<file path="config.mk">
export PLATFORM = sky130hd
export DESIGN_NAME = rx_frame_engine
export DESIGN_NICKNAME = d
export VERILOG_FILES = /design/src/rtl/rxfe_pkg.sv /design/src/rtl/rxfe_ctrl.sv /design/src/rtl/rxfe_dpath.sv /design/src/rtl/rx_frame_engine.sv
export SDC_FILE = /design/constraint.sdc
export NUM_CORES = 1
export LEC_CHECK = 0
export ABC_AREA = 1
export CAP_MARGIN = 0
export CORE_MARGIN = 5
export CORE_UTILIZATION = 40
export DETAILED_ROUTE_END_ITERATION = 16
export PLACE_DENSITY = 0.74
export SLEW_MARGIN = 10
export SYNTH_ARGS = -nofsm -noshare
export SYNTH_HDL_FRONTEND = slang
export SYNTH_SLANG_ARGS = --single-unit
</file>
<file path="constraint.sdc">
create_clock -name clk -period 2.3 [get_ports clk]
set_clock_uncertainty 0.15 [all_clocks]
set_input_delay 0.46 -clock clk [delete_from_list [all_inputs] [get_ports clk]]
set_output_delay 0.46 -clock clk [all_outputs]
set_load 0.03 [all_outputs]
</file>
<file path="src/rtl/rxfe_pkg.sv">
package rxfe_pkg;

  typedef enum logic [2:0] {
    ST_IDLE,
    ST_START,
    ST_DATA,
    ST_PAR,
    ST_STOP
  } rxState_t;

  // strobes from control to datapath, at most one per cycle
  typedef struct packed {
    logic grabEarly;   // sample before centre
    logic grabMid;     // centre sample
    logic evalStart;   // third sample of start bit: judge
    logic evalData;    // third sample of a data bit: shift
    logic evalPar;     // third sample of parity bit
    logic evalStop;    // third sample of stop bit: commit
  } rxStrobe_t;

endpackage

</file>
<file path="src/rtl/rxfe_ctrl.sv">
module rxfe_ctrl
  import rxfe_pkg::*;
#(
  parameter int DATA_W = 8,
  parameter int OVS    = 16
) (
  input  logic      clk,
  input  logic      rstN,
  input  logic      tick,
  input  logic      rxS,
  input  logic      parityEn,
  input  logic      majBit,
  output rxStrobe_t stb
);

  localparam int CNT_W = $clog2(OVS);
  localparam int BIT_W = (DATA_W > 1) ? $clog2(DATA_W) : 1;
  localparam logic [CNT_W-1:0] SMP_EARLY = CNT_W'(OVS / 2 - 1);
  localparam logic [CNT_W-1:0] SMP_MID   = CNT_W'(OVS / 2);
  localparam logic [CNT_W-1:0] SMP_LATE  = CNT_W'(OVS / 2 + 1);
  localparam logic [CNT_W-1:0] SMP_LAST  = CNT_W'(OVS - 1);
  localparam logic [BIT_W-1:0] BIT_LAST  = BIT_W'(DATA_W - 1);

  rxState_t         state;
  logic [CNT_W-1:0] smpCnt;
  logic [BIT_W-1:0] bitCnt;
  logic             busyTick;
  logic             judge;

  assign busyTick = tick && (state != ST_IDLE);
  assign judge    = busyTick && (smpCnt == SMP_LATE);

  always_comb begin
    stb           = '0;
    stb.grabEarly = busyTick && (smpCnt == SMP_EARLY);
    stb.grabMid   = busyTick && (smpCnt == SMP_MID);
    stb.evalStart = judge && (state == ST_START);
    stb.evalData  = judge && (state == ST_DATA);
    stb.evalPar   = judge && (state == ST_PAR);
    stb.evalStop  = judge && (state == ST_STOP);
  end

  always_ff @(posedge clk or negedge rstN) begin
    if (!rstN) begin
      state  <= ST_IDLE;
      smpCnt <= '0;
      bitCnt <= '0;
    end else if (state == ST_IDLE) begin
      if (tick && !rxS) begin
        state  <= ST_START;
        smpCnt <= CNT_W'(1);
      end
    end else if (tick) begin
      smpCnt <= (smpCnt == SMP_LAST) ? '0 : smpCnt + 1'b1;
      unique case (state)
        ST_START: begin
          if (judge && majBit) begin
            state <= ST_IDLE;
          end else if (smpCnt == SMP_LAST) begin
            state  <= ST_DATA;
            bitCnt <= '0;
          end
        end
        ST_DATA: begin
          if (smpCnt == SMP_LAST) begin
            bitCnt <= bitCnt + 1'b1;
            if (bitCnt == BIT_LAST) state <= parityEn ? ST_PAR : ST_STOP;
          end
        end
        ST_PAR: begin
          if (smpCnt == SMP_LAST) state <= ST_STOP;
        end
        ST_STOP: begin
          if (judge) state <= ST_IDLE;
        end
        default: state <= ST_IDLE;
      endcase
    end
  end

  // a high start majority sends the receiver back to idle
  a_r1_glitch_idle: assert property (@(posedge clk) disable iff (!rstN)
    (stb.evalStart && majBit) |=> (state == ST_IDLE));

  // the vote samples and judgements never coincide
  a_r3_strobe_onehot: assert property (@(posedge clk) disable iff (!rstN)
    $onehot0(stb));

endmodule

</file>
<file path="src/rtl/rxfe_dpath.sv">
module rxfe_dpath
  import rxfe_pkg::*;
#(
  parameter int DATA_W = 8
) (
  input  logic              clk,
  input  logic              rstN,
  input  logic              rxS,
  input  rxStrobe_t         stb,
  input  logic              parityEn,
  input  logic              parityOdd,
  input  logic              rdEn,
  output logic              majBit,
  output logic [DATA_W-1:0] bufData,
  output logic              bufFull,
  output logic              frmFlag,
  output logic              parFlag,
  output logic              noiseFlag,
  output logic              ovrFlag
);

  logic              smpEarly, smpMid;
  logic              disagree;
  logic              noiseAcc;
  logic              parAcc;
  logic [DATA_W-1:0] shiftReg;
  logic              anyEval;
  logic              commit;

  assign majBit   = (smpEarly & smpMid) | (smpEarly & rxS) | (smpMid & rxS);
  assign disagree = !((smpEarly == smpMid) && (smpMid == rxS));
  assign anyEval  = stb.evalStart | stb.evalData | stb.evalPar | stb.evalStop;
  assign commit   = stb.evalStop;

  // vote samples and per-frame accumulators
  always_ff @(posedge clk or negedge rstN) begin
    if (!rstN) begin
      smpEarly <= 1'b1;
      smpMid   <= 1'b1;
      noiseAcc <= 1'b0;
      parAcc   <= 1'b0;
      shiftReg <= '0;
    end else begin
      if (stb.grabEarly) smpEarly <= rxS;
      if (stb.grabMid)   smpMid   <= rxS;
      if (stb.evalStart) begin
        noiseAcc <= disagree;
        parAcc   <= 1'b0;
      end else if (anyEval) begin
        noiseAcc <= noiseAcc | disagree;
      end
      if (stb.evalData) begin
        shiftReg <= {majBit, shiftReg[DATA_W-1:1]};
        parAcc   <= parAcc ^ majBit;
      end
      if (stb.evalPar) parAcc <= parAcc ^ majBit;
    end
  end

  // receive buffer and flags
  always_ff @(posedge clk or negedge rstN) begin
    if (!rstN) begin
      bufData   <= '0;
      bufFull   <= 1'b0;
      frmFlag   <= 1'b0;
      parFlag   <= 1'b0;
      noiseFlag <= 1'b0;
      ovrFlag   <= 1'b0;
    end else if (commit) begin
      if (bufFull && !rdEn) begin
        ovrFlag <= 1'b1;
      end else begin
        bufData   <= shiftReg;
        bufFull   <= 1'b1;
        frmFlag   <= !majBit;
        parFlag   <= parityEn && (parAcc != parityOdd);
        noiseFlag <= noiseAcc | disagree;
        ovrFlag   <= 1'b0;
      end
    end else if (rdEn) begin
      bufFull   <= 1'b0;
      frmFlag   <= 1'b0;
      parFlag   <= 1'b0;
      noiseFlag <= 1'b0;
      ovrFlag   <= 1'b0;
    end
  end

  // a completed frame leaves the buffer full
  a_r2_full_after_commit: assert property (@(posedge clk) disable iff (!rstN)
    commit |=> bufFull);

  // an unread buffer keeps its word when another frame lands
  a_r7_keep_old: assert property (@(posedge clk) disable iff (!rstN)
    (commit && bufFull && !rdEn) |=> ($stable(bufData) && ovrFlag));

  // a read with no frame completing empties the buffer
  a_r8_read_clears: assert property (@(posedge clk) disable iff (!rstN)
    (rdEn && !commit) |=> (!bufFull && !ovrFlag && !frmFlag));

endmodule

</file>
<file path="src/rtl/rx_frame_engine.sv">
module rx_frame_engine
  import rxfe_pkg::*;
#(
  parameter int DATA_W = 8,
  parameter int OVS    = 16
) (
  input  logic              clk,
  input  logic              rstN,
  input  logic              rxIn,
  input  logic              sampleTick,
  input  logic              parityEn,
  input  logic              parityOdd,
  input  logic              flowCtlEn,
  input  logic              ieFull,
  input  logic              ieFrame,
  input  logic              ieParity,
  input  logic              ieNoise,
  input  logic              ieOverrun,
  input  logic              rdEn,
  output logic [DATA_W-1:0] rxData,
  output logic              rxFull,
  output logic              frameErr,
  output logic              parityErr,
  output logic              noiseErr,
  output logic              overrunErr,
  output logic              irq,
  output logic              rtsN
);

  logic [1:0] syncPipe;
  logic       rxS;
  logic       majBit;
  rxStrobe_t  stb;

  always_ff @(posedge clk or negedge rstN) begin
    if (!rstN) syncPipe <= 2'b11;
    else       syncPipe <= {syncPipe[0], rxIn};
  end
  assign rxS = syncPipe[1];

  rxfe_ctrl #(.DATA_W(DATA_W), .OVS(OVS)) uCtrl (
    .clk      (clk),
    .rstN     (rstN),
    .tick     (sampleTick),
    .rxS      (rxS),
    .parityEn (parityEn),
    .majBit   (majBit),
    .stb      (stb)
  );

  rxfe_dpath #(.DATA_W(DATA_W)) uDpath (
    .clk       (clk),
    .rstN      (rstN),
    .rxS       (rxS),
    .stb       (stb),
    .parityEn  (parityEn),
    .parityOdd (parityOdd),
    .rdEn      (rdEn),
    .majBit    (majBit),
    .bufData   (rxData),
    .bufFull   (rxFull),
    .frmFlag   (frameErr),
    .parFlag   (parityErr),
    .noiseFlag (noiseErr),
    .ovrFlag   (overrunErr)
  );

  assign irq  = (rxFull & ieFull) | (frameErr & ieFrame) | (parityErr & ieParity)
              | (noiseErr & ieNoise) | (overrunErr & ieOverrun);
  assign rtsN = flowCtlEn & rxFull;

endmodule

</file>
==> reports/metrics.yaml, run 1 <==
synthDistinctLibCells: 28
grt_pass1_wl_mm: 6.210
post-route-util_pct: 51.84
setup_viol: 0
cp.arrival_ns: 1.55
overflow: 0
dp_hpwl_mm: 2.712
timing.fmax_mhz: 463.0
cts_tree: "built"
drv_cap: 0
multi_input_area_um2: 775.7
h-tree-depth: 2
gp_congestion: 0.7972
slew-limit-headroom_pct: 70.33
postLayoutCellArea_um2: 2288
netlist_area_um2: 1852
synth_top_area_cell: "dfrtp_1"
yosysSeqAreaShare_pct: 50.27
grt_max_degree: 22
postPlaceCellArea_um2: 2180
slowest_delay_ns: 0.40
finalCritPeriodShare_pct: 93.91
vias: 1461
die_x_um: 78.04
layout.area.seq_um2: 930.9
clk_latency_ns: 0.29
crit_chain: "clkdlybuf4s50_1 -> nand2_1 -> nand2_1 -> a221oi_2 -> nand2_1 -> clkdlybuf4s15_2"
critPathLaunchType: "primary input"
synthTopCellsByArea: "dfrtp_1 45%, nand2_1 13%, dfstp_2 5.7%"
cpMostUsedCell: "nand2_1"
avgViaCountPerCell: 4.744
grt_antenna_before_repair: 0
fin_setup_tns_ns: 0
path_clk_slew_ns: 0.07
wl_per_cell_um: 11.61
core-area_um2: 4414
clock_path_buffers: 2
firstDrtPassIters: 4
final_hold_viol_count: 0
n_antenna_cell: 0
cts.sinks: 37
die_h_um: 78.04
required_ns: 1.69
start_util_pct: 41.95
slew_violations: 0
tightest_slew_ns: 0.4450
outcome: "finished, final reports clean"
grt_use_total_pct: 12.55
dp_slack_ns: -0.2599
port_buffers: 27
hold_path_class: "register to register"
p_leak_uw: 0.001135
synth_top_area_share_pct: 44.59
synth_nets: 239
cpMaxStageDelayCell: "clkdlybuf4s50_1"
ys_ff_latch: 37
setup.worst_path.start: "ieFull"
grt_pass1_vias: 1395
io_pins: 28
post_cts_buffers: 0
cts_made_buffers: 5
syn_avg_cell_area_um2: 8.456
drt_iter0_markers: 94
vdd_drop_max_uv: 444.6
fp.dieArea_um2: 6090
total_power_uw: 1943
setup_slack_ns: 0.1400
clockRootBuffer: "clkbuf_8"
synthToLayoutAreaGrowth_pct: 23.58
r2r_start: "uCtrl.smpCnt[1]"
rows: 24
wl_mm: 3.576
rsz0062_at_grt: "no"
cp_max_fo: 1
ant_nets: 0
layout.nets: 275
yosysWarnings: 0
hp-start: "syncPipe[0]"
drc: 0
fin_crit_ns: 2.160
criticalPathCategory: "primary input to output port"
setup.worst_path.end_class: "output port"
synthCells: 219
p_per_area_nw_per_um2: 849.1
fill_cells: 406
drive_gt1_share_pct: 14.45
[cells in the mapped netlist]
cell type  instances
nor2_4             2
nor2_1            10
xnor2_1            1
nand2_2            2
inv_4              2
xor2_1             1
buf_6              2
dfrtp_1           33
o21ai_0            4
a21oi_1            6
nand3_4            1
dfstp_2            4
inv_1             24
nand3_1           19
o21ai_1           19
nor3_2             1
nand2_1           66
nand4_1            2
nand2_4            1
buf_4              1
a21boi_2           1
o31ai_1            1
a221oi_1           1
ha_1               7
nor2_2             1
nand3_2            1
inv_2              5
o32ai_1            1
[layout make-up]
type                            instances  area share [%]
Clock inverter                          3          0.9841
Clock buffer                            5           3.007
Timing Repair Buffer                   32           13.29
Sequential cell                        37           40.68
Inverter                               31           5.303
Tap cell                               52           2.843
Multi-Input combinational cell        148           33.90
[critical path, delay by kind of cell]
kind / cells / cell delay (ns)
AO/OA/AOI/OAI: 1 / 0.19
buffers and inverters: 2 / 0.69
AND/OR/NAND/NOR: 3 / 0.21
[placed cells by master, fill, tap and decap left out]
| cell | count |
|---|---|
| a21oi_1 | 6 |
| a21boi_2 | 1 |
| clkdlybuf4s50_1 | 24 |
| inv_1 | 24 |
| ha_1 | 7 |
| clkinv_4 | 2 |
| nand4_1 | 2 |
| o32ai_1 | 1 |
| nand3_1 | 19 |
| inv_2 | 5 |
| dfstp_2 | 4 |
| o21ai_0 | 4 |
| nor2_4 | 2 |
| clkdlybuf4s15_2 | 1 |
| xor2_1 | 1 |
| nor3_2 | 1 |
| buf_2 | 1 |
| buf_4 | 5 |
| dlygate4sd3_1 | 1 |
| nand2_2 | 2 |
| nand2_1 | 66 |
| nor2_1 | 10 |
| nand3_4 | 1 |
| clkinv_2 | 1 |
| dfrtp_1 | 33 |
| xnor2_1 | 1 |
| nand2_4 | 1 |
| nor2_2 | 1 |
| inv_4 | 2 |
| o21ai_1 | 19 |
| nand3_2 | 1 |
| a221oi_2 | 1 |
| clkbuf_8 | 5 |
| o31ai_1 | 1 |
[state kept, by name, summed over array words and instances (netlist names)]
signal / count
uCtrl.bitCnt: 3
uCtrl.smpCnt: 4
uDpath.parFlag: 1
uDpath.noiseAcc: 1
uDpath.smpMid: 1
uDpath.smpEarly: 1
uDpath.ovrFlag: 1
uDpath.noiseFlag: 1
uDpath.frmFlag: 1
syncPipe: 2
uDpath.parAcc: 1
uDpath.bufData: 8
uDpath.bufFull: 1
uDpath.shiftReg: 8
uCtrl.state: 3
[path summary, 6_finish.rpt]
check | endpoint | slack (ns) | depth (start not counted)
worst max-delay path | irq | 0.14 | 6
worst min-delay path | syncPipe[1] | 0.21 | 0
worst max register to register | uDpath.frmFlag | 0.57 | 10
worst min register to register | syncPipe[1] | 0.21 | 0
max in group asynchronous | uCtrl.bitCnt[1] | 1.00 | 3
min in group asynchronous | uDpath.shiftReg[1] | 0.49 | 2
[power by group]
group          total, µW  leakage (µW)  switching, µW  internal (µW)
clock                453     0.0000481            239            215
combinational        636      0.000599            416            220
sequential           854      0.000488           95.6            758
[per-layer routing]
| layer | part of all wire, % | global-route usage, % |
|---|---|---|
| met1 | 46 | 16.52 |
| met2 | 45 | 19.29 |
| met3 | 6.7 | 4.119 |
| met4 | 1.6 | 4.561 |
| met5 | 0 | 0 |
[timing repair]
item | 4_1_cts | 5_1_grt
endpoints found under the hold margin | 15 | 0
hold buffers | 1 | 0
setup endpoints to repair | 1 | 1
resized for setup | 3 | 1
[per-stage QoR]
stage / hold slack [ns] / std cells
after floorplan: 0.01441 / 219
after detailed placement: 0.1978 / 299
after CTS: 0.2090 / 308
final: 0.2075 / 308
after global routing: 0.2114 / 308
after global placement: 0.1976 / 299
[cell families after synthesis]
group	after synthesis	share of synthesized area, %
AOI/OAI and AO/OA	33	9.798
adders and majority gates	7	4.730
buffers and inverters	34	8.176
DFF	37	50.27
and+or+nand+nor	106	26.08
xor gates and xnor gates	2	0.9461
Note: power is estimated with default switching activity, not from simulation.
==> inputs of run 2 (changes only) <==
--- a/config.mk
+++ b/config.mk
@@ -9,8 +9,11 @@
 export CAP_MARGIN = 0
 export CORE_MARGIN = 5
 export CORE_UTILIZATION = 40
+export CTS_CLUSTER_SIZE = 14
 export DETAILED_ROUTE_END_ITERATION = 16
-export PLACE_DENSITY = 0.74
+export DONT_BUFFER_PORTS = 1
+export MAX_ROUTING_LAYER = met4
+export PLACE_DENSITY = 0.66
 export SLEW_MARGIN = 10
 export SYNTH_ARGS = -nofsm -noshare
 export SYNTH_HDL_FRONTEND = slang
==> reports/metrics.yaml, run 2 (synthesis results as in run 1) <==
outcome: "finished, final reports clean"
tightest_slew_ns: 0.3989  # -0.04614 ns
placed_cells: 268  # -10%
grt_pass1_vias: 1358  # -2.7%
vias: 1359  # -7.0%
clockRootBuffer: "clkbuf_8"
reg.largest.list: "uDpath.bufData x8, uDpath.shiftReg x8, uCtrl.smpCnt x4"
rows: 24  # unchanged
cp_max_fo: 4  # +3
layout.area.seq_um2: 930.9  # unchanged
final_hold_viol_count: 0  # unchanged
pwr-share-clk_pct: 32.2  # +8.9 points
dp_slack_ns: 0.4357  # +0.6956 ns
fp.dieArea_um2: 6090  # unchanged
power_frac_seq_pct: 40.7  # -3.3 points
fin_setup_tns_ns: 0  # unchanged
ctsResizeCount: 0  # -3
gp_congestion: 0.8000  # +0.35%
whs_ns: 0.1553  # -0.05229 ns
die_x_um: 78.04  # unchanged
cp.arrival_ns: 1.45  # -0.10 ns
path_clk_slew_ns: 0.08  # about the same
port_buffers: 0  # -100%
criticalPathCategory: "register to output port"
slew_violations: 0  # unchanged
layout.nets: 246  # -11%
setup.worst_path.end_class: "output port"
h-tree-depth: 2  # unchanged
cts_tree: "built"
hold_buffers: 2  # +1
avgViaCountPerCell: 4.871  # +2.7%
clock_path_buffers: 2  # unchanged
synthToLayoutAreaGrowth_pct: 11.49
multi_input_area_um2: 769.5  # -0.81%
pwr-share-comb_pct: 27.2  # -5.5 points
grt_max_degree: 38  # +73%
setup_slack_ns: 0.2360  # +0.09603 ns
power.net_switching_uw: 740.8  # -1.2%
drc: 0  # unchanged
grt_use_total_pct: 12.11  # -0.44 points
start_util_pct: 41.95  # unchanged
n_antenna_cell: 0  # unchanged
wl_mm: 3.360  # -6.0%
overflow: 0  # unchanged
hold_path_class: "primary input to register"
post_cts_buffers: 0  # unchanged
critPathLaunchType: "register"
setup_viol: 0  # unchanged
vdd_drop_max_uv: 335.8  # -24%
timing.fmax_mhz: 484.5  # +4.7%
r2r_slack_ns: 0.43  # -0.14 ns
wl_per_cell_um: 12.04  # +3.7%
fill_cells: 429  # +5.7%
clk_latency_ns: 0.29  # about the same
cts.sinks: 37  # unchanged
p_per_area_nw_per_um2: 1027  # +21%
die_h_um: 78.04  # unchanged
cts_made_buffers: 5  # unchanged
slew-limit-headroom_pct: 73.38  # +3.0 points
layout_commonest_cell: "nand2_1"
final_cells: 279  # -9.4%
core-area_um2: 4414  # unchanged
fin_crit_ns: 2.064  # -0.09603 ns
drt_iter0_markers: 65  # -31%
dp_hpwl_mm: 2.519  # -7.1%
drv_cap: 0  # unchanged
rsz0062_at_grt: "no"
p_leak_uw: 0.001048  # -7.7%
ant_nets: 0  # unchanged
firstDrtPassIters: 4  # unchanged
required_ns: 1.69  # about the same
finalCritPeriodShare_pct: 89.74  # -4.2 points
io_pins: 28  # unchanged
swShare_pct: 34.93  # -3.7 points
p_int_uw: 1380  # +16%
layout_common_cells: "66 x nand2_1, 33 x dfrtp_1, 24 x inv_1"
grt_antenna_before_repair: 0  # unchanged
drive_gt1_share_pct: 13.22  # -1.2 points
grt_pass1_wl_mm: 5.878  # -5.3%
[run 2: cell types whose count changed in the layout (fill, tap and decap cells not counted), moves of 2 or more]
cell / change
buf_4: -5
bufinv_16: +2
clkdlybuf4s50_1: -24
clkinv_4: -2
[run 2: worst paths after layout]
kind | depth (start not counted) | endpoint | startpoint
max | 4 | irq | uDpath.bufFull
min | 2 | uDpath.parFlag | parityEn
max reg2reg | 9 | uDpath.noiseFlag | uCtrl.smpCnt[1]
min reg2reg | 0 | syncPipe[1] | syncPipe[0]
max in group asynchronous | 2 | syncPipe[1] | rstN
min in group asynchronous | 2 | uCtrl.smpCnt[1] | rstN
[run 2: power by group through the flow]
stage / clock network [µW] / logic, µW / registers (µW)
final: 682 / 576 / 863
after global routing: 727 / 680 / 881
after CTS: 705 / 583 / 864
after detailed placement: 0 / 563 / 876
after global placement: 0 / 557 / 875
after floorplan: 0 / 464 / 857
[run 2: stage by stage]
step	instance area, µm²	power, µW	util (%)
2_1_floorplan	1852	1321	-
3_3_place_gp	1887	1432	42.74
3_5_place_dp	1887	1439	42.74
4_1_cts	2054	2152	46.54
5_1_grt	2064	2288	46.77
6_report	2064	2121	46.77
[run 2: layout make-up]
class,instances,share of cell area (%)
clock buffers,5,3.333
multi-input cells,148,37.27
well taps,52,3.152
clock inverters,3,3.333
repair buffers,3,1.939
flip-flops and latches,37,45.09
inverters,31,5.879
[run 2: critical path, cell delays in order, from the launching register on]
cell and delay (ns):
dfrtp_1 0.53, nand2_1 0.12, nand2_1 0.06, a221oi_1 0.20, nand2_1 0.25
[run 2: metal layers]
metal | up-vias | part of all wire (%) | GRT usage [%]
met5 | - | 0 | -
met3 | 5 | 6.6 | 4.348
met2 | 28 | 46 | 19.87
met1 | 610 | 46 | 13.70
li1 | 716 | - | -
met4 | 0 | 1.5 | 4.054
==> inputs of run 3 (changes only) <==
--- a/config.mk
+++ b/config.mk
@@ -14,6 +14,7 @@
 export DONT_BUFFER_PORTS = 1
 export MAX_ROUTING_LAYER = met4
 export PLACE_DENSITY = 0.66
+export RECOVER_POWER = 25
 export SLEW_MARGIN = 10
 export SYNTH_ARGS = -nofsm -noshare
 export SYNTH_HDL_FRONTEND = slang
==> reports/metrics.yaml, run 3 (synthesis results as in run 1) <==
setup_viol: 0  # unchanged
layout_commonest_cell: "nand2_1"
rows: 24  # unchanged
overflow: 0  # unchanged
drt_iter0_markers: 65  # unchanged
fin_setup_tns_ns: 0  # unchanged
wl_mm: 3.365  # +0.15%
critPathLaunchType: "register"
layout_common_cells: "66 x nand2_1, 33 x dfrtp_1, 24 x inv_1"
reg.largest.list: "uDpath.bufData x8, uDpath.shiftReg x8, uCtrl.smpCnt x4"
crit_end: "irq"
clockRootBuffer: "clkbuf_8"
min_path_cells: 2  # unchanged
cp_num_buf_inv: 0  # unchanged
crit_cells: 4  # unchanged
dp_hpwl_mm: 2.519  # unchanged
clk_latency_ns: 0.29  # about the same
hold_path_class: "primary input to register"
grt_pass1_vias: 1358  # unchanged
required_ns: 1.69  # about the same
slew-limit-headroom_pct: 39.41  # -34 points
finalCritPeriodShare_pct: 89.74  # unchanged
grt_pass1_wl_mm: 5.878  # unchanged
n_antenna_cell: 0  # unchanged
rsz0062_at_grt: "no"
final_hold_viol_count: 0  # unchanged
vdd_drop_max_uv: 335.8  # about the same
grt_max_degree: 38  # unchanged
dp_slack_ns: 0.4357  # unchanged
ant_nets: 0  # unchanged
cts.sinks: 37  # unchanged
die_h_um: 78.04  # unchanged
cp_max_fo: 4  # unchanged
setup_slack_ns: 0.2360  # unchanged
grt_use_total_pct: 12.11  # unchanged
firstDrtPassIters: 4  # unchanged
worst-r2r-cell-count: 9  # unchanged
drive_gt1_share_pct: 13.22  # unchanged
io_pins: 28  # unchanged
tightest_slew_ns: 0.9088  # +0.5099 ns
final_cells: 279  # unchanged
drv_cap: 0  # unchanged
r2r_end: "uDpath.noiseFlag"
cpMostUsedCell: "nand2_1"
cts_tree: "built"
gp_congestion: 0.8000  # unchanged
synthToLayoutAreaGrowth_pct: 10.68
slew_violations: 0  # unchanged
setup.worst_path.end_class: "output port"
avgViaCountPerCell: 4.871  # unchanged
p_leak_uw: 0.001043  # -0.50%
cts_made_buffers: 5  # unchanged
cp.arrival_ns: 1.45  # about the same
outcome: "finished, final reports clean"
vias: 1359  # unchanged
placed_cells: 268  # unchanged
clock_path_buffers: 2  # unchanged
r2r_slack_ns: 0.43  # about the same
fp.dieArea_um2: 6090  # unchanged
setup.worst_path.start: "uDpath.bufFull"
criticalPathCategory: "register to output port"
cp_top_family: "flip-flops"
r2r_start: "uCtrl.smpCnt[1]"
path_clk_slew_ns: 0.08  # about the same
wl_per_cell_um: 12.06  # +0.15%
core-area_um2: 4414  # unchanged
die_x_um: 78.04  # unchanged
layout.nets: 246  # unchanged
port_buffers: 0  # unchanged
h-tree-depth: 2  # unchanged
slowest_delay_ns: 0.53  # about the same
crit_chain: "nand2_1 -> nand2_1 -> a221oi_1 -> nand2_1"
drc: 0  # unchanged
timing.fmax_mhz: 484.5  # unchanged
fin_crit_ns: 2.064  # unchanged
p_per_area_nw_per_um2: 1033  # +0.56%
grt_antenna_before_repair: 0  # unchanged
cpMaxStageDelayCell: "dfrtp_1"
start_util_pct: 41.95  # unchanged
[run 3: repair_timing]
item | CTS | global route
hold buffers | 2 | 1
buffers inserted | 0 | 0
hold endpoints to repair | 37 | 1
resized for setup | 0 | 0
[run 3: area by class of cell]
class / count / area, µm²
clock buffers: 5 / 68.82
clock inverters: 3 / 68.82
fillers: 431 / 2365
inverters: 31 / 121.4
multi-input cells: 148 / 769.5
flip-flops and latches: 37 / 930.9
well taps: 52 / 65.06
repair buffers: 3 / 25.02
[run 3: routing by layer]
metal	up-vias	track usage, %	share of wire (%)
li1	716	-	-
met1	610	13.70	46
met2	28	19.87	46
met3	5	4.348	6.6
met4	0	4.054	1.5
met5	-	-	0
[run 3: worst register-to-register path, cell delays in order, from the launching register on]
cell and delay [ns]:
dfrtp_1 0.40, inv_1 0.10, ha_1 0.14, inv_1 0.06
nor2_4 0.14, nand3_4 0.10, inv_4 0.09, nand3_2 0.32
nand3_1 0.20, nand2_1 0.06
[run 3: worst min path at each step]
stage / from / to / slack [ns]
global placement: rstN / uCtrl.smpCnt[2] / 0.02
global route: parityEn / uDpath.parFlag / 0.17
finish: parityEn / uDpath.parFlag / 0.16
CTS: rxIn / syncPipe[0] / 0.0005
detailed placement: rstN / uDpath.shiftReg[5] / 0.02
floorplan: rstN / uCtrl.bitCnt[0] / 0.01
[run 3: power by group]
| part | switching [µW] | internal (µW) |
|---|---|---|
| clock network | 245 | 437 |
| registers | 105 | 758 |
| logic | 390 | 182 |
[run 3: metrics by stage]
stage | utilization, % | hold WS [ns] | area (µm²) | power (µW)
2_1_floorplan | - | 0.01441 | 1852 | 1321
3_3_place_gp | 42.74 | 0.01656 | 1887 | 1432
3_5_place_dp | 42.74 | 0.01623 | 1887 | 1439
4_1_cts | 46.54 | 0.0005246 | 2054 | 2152
5_1_grt | 46.43 | 0.1718 | 2049 | 2284
6_report | 46.43 | 0.1553 | 2049 | 2117
